## src/rtl/disk_byte_status.sv

```systemverilog
module disk_byte_status #(
  parameter int SYNC_W = 16
) (
  input  logic              clk,
  input  logic              rst_n,
  input  logic              byte_stb,
  input  logic [7:0]        byte_in,
  input  logic [SYNC_W-1:0] disk_word,
  input  logic [SYNC_W-1:0] sync_word,
  input  logic              disk_dma_en,
  input  logic              dma_master_en,
  input  logic              write_mode,
  input  logic              rd_stb,
  output logic [15:0]       rd_data
);

  logic       ready_q;
  logic [7:0] byte_q;
  logic       dma_on;
  logic       match;

  always_ff @(posedge clk or negedge rst_n) begin
    if (!rst_n) begin
      ready_q <= 1'b0;
      byte_q  <= '0;
    end else if (byte_stb) begin
      ready_q <= 1'b1;
      byte_q  <= byte_in;
    end else if (rd_stb) begin
      ready_q <= 1'b0;
    end
  end

  assign dma_on  = disk_dma_en & dma_master_en;
  assign match   = (disk_word == sync_word);
  assign rd_data = {ready_q, dma_on, write_mode, match, 4'b0000, byte_q};

  p_load_sets_ready_r1: assert property (@(posedge clk) disable iff (!rst_n)
    byte_stb |=> (rd_data[15] && rd_data[7:0] == $past(byte_in)));

  p_read_clears_ready_r2: assert property (@(posedge clk) disable iff (!rst_n)
    (rd_stb && !byte_stb) |=> !rd_data[15]);

  p_collision_keeps_ready_r7: assert property (@(posedge clk) disable iff (!rst_n)
    (rd_stb && byte_stb) |=> rd_data[15]);

  p_idle_holds_r9: assert property (@(posedge clk) disable iff (!rst_n)
    (!rd_stb && !byte_stb) |=> ($stable(rd_data[15]) && $stable(rd_data[7:0])));

endmodule

```

## config.mk

```make
export PLATFORM = sky130hd
export DESIGN_NAME = disk_byte_status
export DESIGN_NICKNAME = d
export VERILOG_FILES = /design/src/rtl/disk_byte_status.sv
export SDC_FILE = /design/constraint.sdc
export NUM_CORES = 1
export LEC_CHECK = 0
export BUFFER_PORTS_ARGS = -buffer_cell sky130_fd_sc_hd__buf_2
export CAP_MARGIN = 15
export CORE_MARGIN = 5
export CORE_UTILIZATION = 33
export DETAILED_ROUTE_END_ITERATION = 16
export HOLD_SLACK_MARGIN = 0.02
export PLACE_DENSITY_LB_ADDON = 0.25
export SLEW_MARGIN = 20
export SYNTH_ARGS = -nofsm -noshare
export SYNTH_HDL_FRONTEND = slang
export SYNTH_SLANG_ARGS = --single-unit
export TNS_END_PERCENT = 10
```

## constraint.sdc

```tcl
create_clock -name clk -period 0.8 [get_ports clk]
set_input_delay 0 -clock clk [delete_from_list [all_inputs] [get_ports clk]]
set_output_delay 0 -clock clk [all_outputs]
set_load 0.01 [all_outputs]
```

==> impl_results.md, run 1 <==
* Internal power at 999 µW
* Largest family of logic cells by synthesized area: XOR/XNOR gates
* Max-cap violations at 0
* Rows at 15
* Layout fillers at 133
* Commonest non-fill, non-tap cell in the layout: buf_2
* Post-CTS setup buffers at 0
* Gr ovfl total at 0
* Hold slack at 0.105 ns
* 1st-iter DRT viols at 1
* Setup tns final at 0 ns
* Synth Area in Adders at 0
* Antenna-violating nets left at 0
* Antenna violations before repair at 0
* Clock Skews at 0 ns
* Placed Cells at 118
* Final Worst Setup Slack at 0.00847 ns
* Distinct cells, synth at 11
* Simple-gate share of the synthesized area at 0.0756
* Overall power at 1.34 mW
* Vias per cell at 4.45
* Die height at 51.9 µm
* Worst-path clk slew at 0.06 ns
* Worst setup EP type: output pin
* Seq pwr share at 0.389
* DR WL met2 at 1130 µm
* Post-synthesis cell count at 51
* TritonCTS buffer count at 3
* Number of global-route vias before repair at 666
* Layout Nets at 164
* Routed via count at 592
* Top Layer Used: met4
* Setup-failing EPs final at 0
* Unrepaired setup endpoints after global routing: true
* Pwr/cell area at 1200 mW/mm²
* Post-synthesis mux area share at 0.156
* Placed instance area at 827 µm²
* Layout area overhead at 92.0%
* Max Clock Freq at 1.26 GHz
* CP max FO at 1
* Outcome: complete, no violations
* Warnings from Yosys at 0
* Combinational power share at 0.361
* Final Hold Vio Count at 0
* Worst-Skew Late Latency at 0.25 ns
* Core ar. at 0.00169 mm²
* Commonest non-fill, non-tap cells in the layout: 43 x buf_2, 13 x buf_6, 11 x dlygate4sd3_1
* Die area at 0.00269 mm²
* Final design utilization at 0.659
* Max IR drop VDD at 1.01 mV
* Seq/Total Area, Yosys at 0.389
* TritonCTS clock tree: yes
* Slew Viols, Final at 0
* Worst EP required at 0.80 ns
* Number of H-tree levels at 1
* Root buffer cell: clkbuf_4
* WS Path Type: input port to output pin
* Die width at 51.9 µm
* 1st-pass router iterations at 2
* Compound-Gate Fraction of Synth Area at 0.0130
* Sw Share at 0.254
* Min-Delay Path Class: input port to register
* Setup slack at placement at -0.0333 ns
* Largest net degree at the start of global routing at 10
* Wire length on met1 at 493 µm
* Setup crit start kind: input port
* Min Tclk post-route at 0.792 ns
* Switch Pwr at 340 µW
* Port Buf Inserts at 56
* Crit path arrival time at 0.79 ns
* Non-filler cells, final at 133
* Synthesized cell area at 579 µm²
* Final GP Congestion at 0.683
* Final Cycle Share at 0.989
* Syn Area/Cell at 11.4 µm²
* Ports at 63
* WL/cell at 13.1 µm
* Post-synthesis xor/xnor area fraction at 0.242
* Clock share of power at 0.250
* First-pass GRT wire length at 2660 µm
* Starting Density at 0.343
* TritonCTS Sinks at 9
* CTS max path bufs at 2
* Post-route cell area at 0.00111 mm²
* DR WL met3 at 97 µm
* Ant. Diodes at 0
* Routed Wire Length at 1740 µm
* Yosys reg bits at 9
* Total track usage at 0.132
* Residual DRC at 0
* Leakage at 0.559 nW
* Ratio of cells with drive above 1 in the final layout at 0.664
registers in the layout (all words and copies together), names as in the netlist:
name,flops
byte_q,8
ready_q,1
critical path, stage by stage:
cell and delay (ns):
buf_6 0.09, xnor2_1 0.15, nand4_1 0.14, nor4_2 0.24, buf_2 0.16
power by group through the flow:
stage | clock network (mW) | logic (mW) | registers [mW]
2_1_floorplan | 0 | 0.173 | 0.548
6_report | 0.335 | 0.483 | 0.521
3_5_place_dp | 0 | 0.353 | 0.527
5_1_grt | 0.384 | 0.521 | 0.528
4_1_cts | 0.359 | 0.437 | 0.520
3_3_place_gp | 0 | 0.343 | 0.524
synthesized netlist by cell type:
| library cell | number | area share |
|---|---|---|
| xnor2_1 | 16 | 0.24 |
| dfrtp_1 | 9 | 0.39 |
| buf_4 | 8 | 0.10 |
| mux2_2 | 8 | 0.16 |
| nand4_1 | 4 | 0.043 |
| a21o_1 | 1 | 0.013 |
| and2_1 | 1 | 0.011 |
| buf_2 | 1 | 0.0086 |
| conb_1 | 1 | 0.0065 |
| inv_1 | 1 | 0.0065 |
| nor4_2 | 1 | 0.022 |
worst paths after layout:
check | slack (ns) | cells past startpoint | endpoint | startpoint
setup / recovery | 0.008 | 5 | rd_data[12] | disk_word[1]
hold / removal | 0.10 | 2 | ready_q$_DFFE_PN0P_ | byte_stb
setup reg to reg | 0.04 | 1 | byte_q[0]$_DFFE_PN0P_ | byte_q[0]$_DFFE_PN0P_
hold reg to reg | 0.49 | 1 | ready_q$_DFFE_PN0P_ | ready_q$_DFFE_PN0P_
max in group asynchronous | 0.48 | 2 | byte_q[0]$_DFFE_PN0P_ | rst_n
min in group asynchronous | 0.14 | 2 | byte_q[1]$_DFFE_PN0P_ | rst_n
layer usage:
| metal | up-vias | global-route usage |
|---|---|---|
| met5 | - | 0 |
| met4 | 0 | 0.0349 |
| met3 | 2 | 0.0372 |
| met2 | 28 | 0.280 |
| met1 | 275 | 0.114 |
| li1 | 287 | - |
cell type report:
cell class                 count  area [µm²]  area share
tap                           17        21.3      0.0191
sequential                     9         225       0.202
clock buffer                   4        26.3      0.0236
multi-input combinational     35         364       0.327
timing repair buffer          67         472       0.424
inverter                       1        3.75     0.00337
timing repair:
action	CTS	global route
hold buffers	11	0
resized for setup	10	12
pin swaps	9	9
hold endpoints to repair	19	0
endpoints found under the setup margin	1	9
cells by family after synthesis:
group	count (synthesis)
AOI/OAI and AO/OA	1
xor gates and xnor gates	16
buffers and inverters	10
DFF	9
muxes	8
other	1
and+or+nand+nor	6
Power figures use the tool's default switching activity.
==> inputs of run 2 (changes only) <==
Settings changed: ABC_AREA set to 1, ABC_CLOCK_PERIOD_IN_PS set to 800, CORE_UTILIZATION 33 to 35, HOLD_SLACK_MARGIN 0.02 to 0.06.
==> run 2 against run 1 <==
Compared with the run above: fmax is 1.3% higher; synthesized cell count increased by 94%; global-route usage up 0.27 points; cell area fell by 2.0%; non-clock buffer count grew 3; clock skew stayed put; combinational power is 13% lower; first-iteration DRC count grew to 13 times the previous value; critical endpoint is now rd_data[1]; largest cell class unchanged.
==> impl_results.md, run 2 <==
* Root buffer cell: clkbuf_4 (unchanged)
* Layout area overhead at 67.5% (was 92.0%)
* WL/cell at 9.13 µm (was 13.1 µm)
* Commonest non-fill, non-tap cells in the layout: 55 x buf_2, 50 x nand2_1, 14 x dlygate4sd3_1 (was 43 x buf_2, 13 x buf_6, 11 x dlygate4sd3_1)
* Area leader, netlist: dfrtp_1 (unchanged)
* Seq pwr share at 0.402 (was 0.389)
* Final GP Congestion at 0.708 (was 0.683)
* Worst path cell trace: buf_2 (was buf_6 > xnor2_1 > nand4_1 > nor4_2 > buf_2)
* Residual DRC at 0 (unchanged)
* Internal power at 913 µW (was 999 µW)
* Pwr/cell area at 1170 mW/mm² (was 1200 mW/mm²)
* Combinational power share at 0.328 (was 0.361)
* Distinct cells, synth at 10 (was 11)
* Routed via count at 769 (was 592)
* Top-count cell post-synth: nand2_1 (was xnor2_1)
* Placed Cells at 174 (was 118)
* Seq/Total Area, Yosys at 0.346 (was 0.389)
* CP max-delay cell: dfrtp_1 (was nor4_2)
* Post-synth EDFFs at 0 (unchanged)
* Antenna violations before repair at 0 (unchanged)
* Die width at 53.1 µm (was 51.9 µm)
* Routed Wire Length at 1750 µm (was 1740 µm)
* Number of global-route vias before repair at 755 (was 666)
* Non-filler cells, final at 192 (was 133)
* Antenna-violating nets left at 0 (unchanged)
* Max-cap violations at 0 (unchanged)
* Max Clock Freq at 1.28 GHz (was 1.26 GHz)
* Vias per cell at 4.01 (was 4.45)
* Largest regs: byte_q: 8 flops, ready_q: 1 flops (unchanged)
* Gr ovfl total at 0 (unchanged)
* Commonest non-fill, non-tap cell in the layout: buf_2 (unchanged)
* Clock share of power at 0.269 (was 0.250)
* Number of H-tree levels at 1 (unchanged)
* Starting Density at 0.373 (was 0.343)
* Clock Skews at 0 ns (unchanged)
* 1st-pass router iterations at 4 (was 2)
* Layout Nets at 215 (was 164)
* Ratio of cells with drive above 1 in the final layout at 0.371 (was 0.664)
* Simple-gate share of the synthesized area at 0.317 (was 0.0756)
* Syn Area/Cell at 6.57 µm² (was 11.4 µm²)
* Synthesized cell area at 651 µm² (was 579 µm²)
* Ant. Diodes at 0 (unchanged)
* Die height at 53.1 µm (was 51.9 µm)
* Post-synthesis mux area share at 0 (was 0.156)
* Outcome: complete, no violations (unchanged)
* Slew Viols, Final at 0 (unchanged)
* Wire length on met1 at 661 µm (was 493 µm)
* First-pass GRT wire length at 2820 µm (was 2660 µm)
* Post-synthesis cell count at 99 (was 51)
* Min Tclk post-route at 0.782 ns (was 0.792 ns)
* Unrepaired setup endpoints after global routing: true (unchanged)
* Die area at 0.00282 mm² (was 0.00269 mm²)
* CP max FO at 2 (was 1)
* Port Buf Inserts at 56 (unchanged)
* Synth top area cells: dfrtp_1 35%, nand2_1 29%, xnor2_1 15%, buf_4 9.2%, inv_1 6.9% (was dfrtp_1 39%, xnor2_1 24%, mux2_2 16%, buf_4 10%, nand4_1 4.3%)
* Ports at 63 (unchanged)
* WS Path Type: register to output pin (was input port to output pin)
* Post-DP HPWL at 1440 µm
* TritonCTS buffer count at 3 (unchanged)
* Yosys reg bits at 9 (unchanged)
* Ys flop type: dfrtp_1 (unchanged)
* Rows at 15 (unchanged)
* Final Hold Vio Count at 0 (unchanged)
* Switch Pwr at 366 µW (was 340 µW)
* Overall power at 1.28 mW (was 1.34 mW)
* DR WL met3 at 200 µm (was 97 µm)
* Top cells by count, synth: 50 x nand2_1, 12 x inv_1, 11 x xnor2_1 (was 16 x xnor2_1, 9 x dfrtp_1, 8 x buf_4, 8 x mux2_2, 4 x nand4_1)
* Largest net degree at the start of global routing at 10 (unchanged)
* Post-synthesis xor/xnor area fraction at 0.148 (was 0.242)
* Critical Path Max Stage Delay at 0.38 ns (was 0.24 ns)
* Setup-failing EPs final at 0 (unchanged)
* Largest family of logic cells by synthesized area: simple AND/OR/NAND/NOR gates (was XOR/XNOR gates)
* Top cell type's share of synthesized area at 0.346 (was 0.389)
* Worst-path clk slew at 0.06 ns (about the same)
* DR WL met2 at 873 µm (was 1130 µm)
* CP bufs+invs at 1 (was 2)
* Worst-Skew Late Latency at 0.26 ns (was 0.25 ns)
* Min-Delay Path Class: input port to register (unchanged)
* Max reg flops at 8 (unchanged)
* CTS max path bufs at 2 (unchanged)
* Final Cycle Share at 0.977 (was 0.989)
* Compound-Gate Fraction of Synth Area at 0.00769 (was 0.0130)
* Leakage at 0.664 nW (was 0.559 nW)
* CP delay by family, top: flip-flops (was simple AND/OR/NAND/NOR gates)
* FFs w/ async S/R, synth at 1.00 (unchanged)
* Worst EP required at 0.80 ns (about the same)
* Max IR drop VDD at 0.770 mV (was 1.01 mV)
* Sw Share at 0.286 (was 0.254)
* Top Layer Used: met4 (unchanged)
* Setup tns final at 0 ns (unchanged)
* 1st-iter DRT viols at 13 (was 1)
* Warnings from Yosys at 0 (unchanged)
* TritonCTS clock tree: yes (unchanged)
* Hold slack at 0.0695 ns (was 0.105 ns)
* Register with the most flip-flops: byte_q (unchanged)
* Total track usage at 0.135 (was 0.132)
* Core ar. at 0.00175 mm² (was 0.00169 mm²)
* Setup crit start kind: register (was input port)
* TritonCTS Sinks at 9 (unchanged)
* Crit path arrival time at 0.78 ns (was 0.79 ns)
* Worst setup EP type: output pin (unchanged)
* Synth Area in Adders at 0 (unchanged)
* Post-CTS setup buffers at 0 (unchanged)
## run 2: cell type report
cell class / instances / area (µm²)
fillers: 167 / 656
repair buffers: 70 / 427
multi-input cells: 71 / 330
flip-flops and latches: 9 / 225
inverters: 13 / 48.8
well taps: 25 / 31.3
clock buffers: 3 / 22.5
clock inverters: 1 / 5.00
## run 2: through the flow
step                      setup slack [ns]  instance area [µm²]   util
after global routing               -0.0293                 1090  0.624
final                               0.0183                 1090  0.624
after floorplan                      0.185                  662      -
after detailed placement             0.116                  908  0.520
after global placement               0.121                  908  0.520
after CTS                         0.000265                 1080  0.616
## run 2: path summary, 6_finish.rpt
kind | start | to | slack [ns] | cells past startpoint
min reg2reg | byte_q[6]$_DFFE_PN0P_ | byte_q[6]$_DFFE_PN0P_ | 0.47 | 2
max in group asynchronous | rst_n | ready_q$_DFFE_PN0P_ | 0.51 | 2
max reg2reg | byte_q[2]$_DFFE_PN0P_ | byte_q[2]$_DFFE_PN0P_ | 0.18 | 2
min in group asynchronous | rst_n | byte_q[3]$_DFFE_PN0P_ | 0.12 | 2
max | byte_q[1]$_DFFE_PN0P_ | rd_data[1] | 0.02 | 1
min | byte_stb | byte_q[1]$_DFFE_PN0P_ | 0.07 | 4
## run 2: timing repair
item	in CTS	in global routing
hold endpoints to repair	19	0
resized for setup	0	2
endpoints found under the setup margin	0	7
hold buffers	14	0
## run 2: worst register-to-register path: cells and delay by family, from the launching register on
family        cells  cell delay [ns]
flops             1             0.39
simple gates      2             0.12
## run 2: logic make-up after synthesis
logic type	count (synthesis)
AOI/OAI and AO/OA	1
xor gates and xnor gates	11
buffers and inverters	22
DFF	9
other	1
and+or+nand+nor	55
## run 2: layer usage
layer | GRT usage | vias to the layer above
met5 | 0 | -
met4 | 0.0383 | 0
met3 | 0.0451 | 2
met2 | 0.252 | 44
met1 | 0.141 | 316
li1 | - | 407
## run 2: power groups by stage
stage	registers [mW]	clock network, mW	logic [mW]
after floorplan	0.540	0	0.179
after global placement	0.520	0	0.349
after detailed placement	0.523	0	0.360
after CTS	0.515	0.352	0.415
after global routing	0.518	0.397	0.473
final	0.515	0.345	0.420
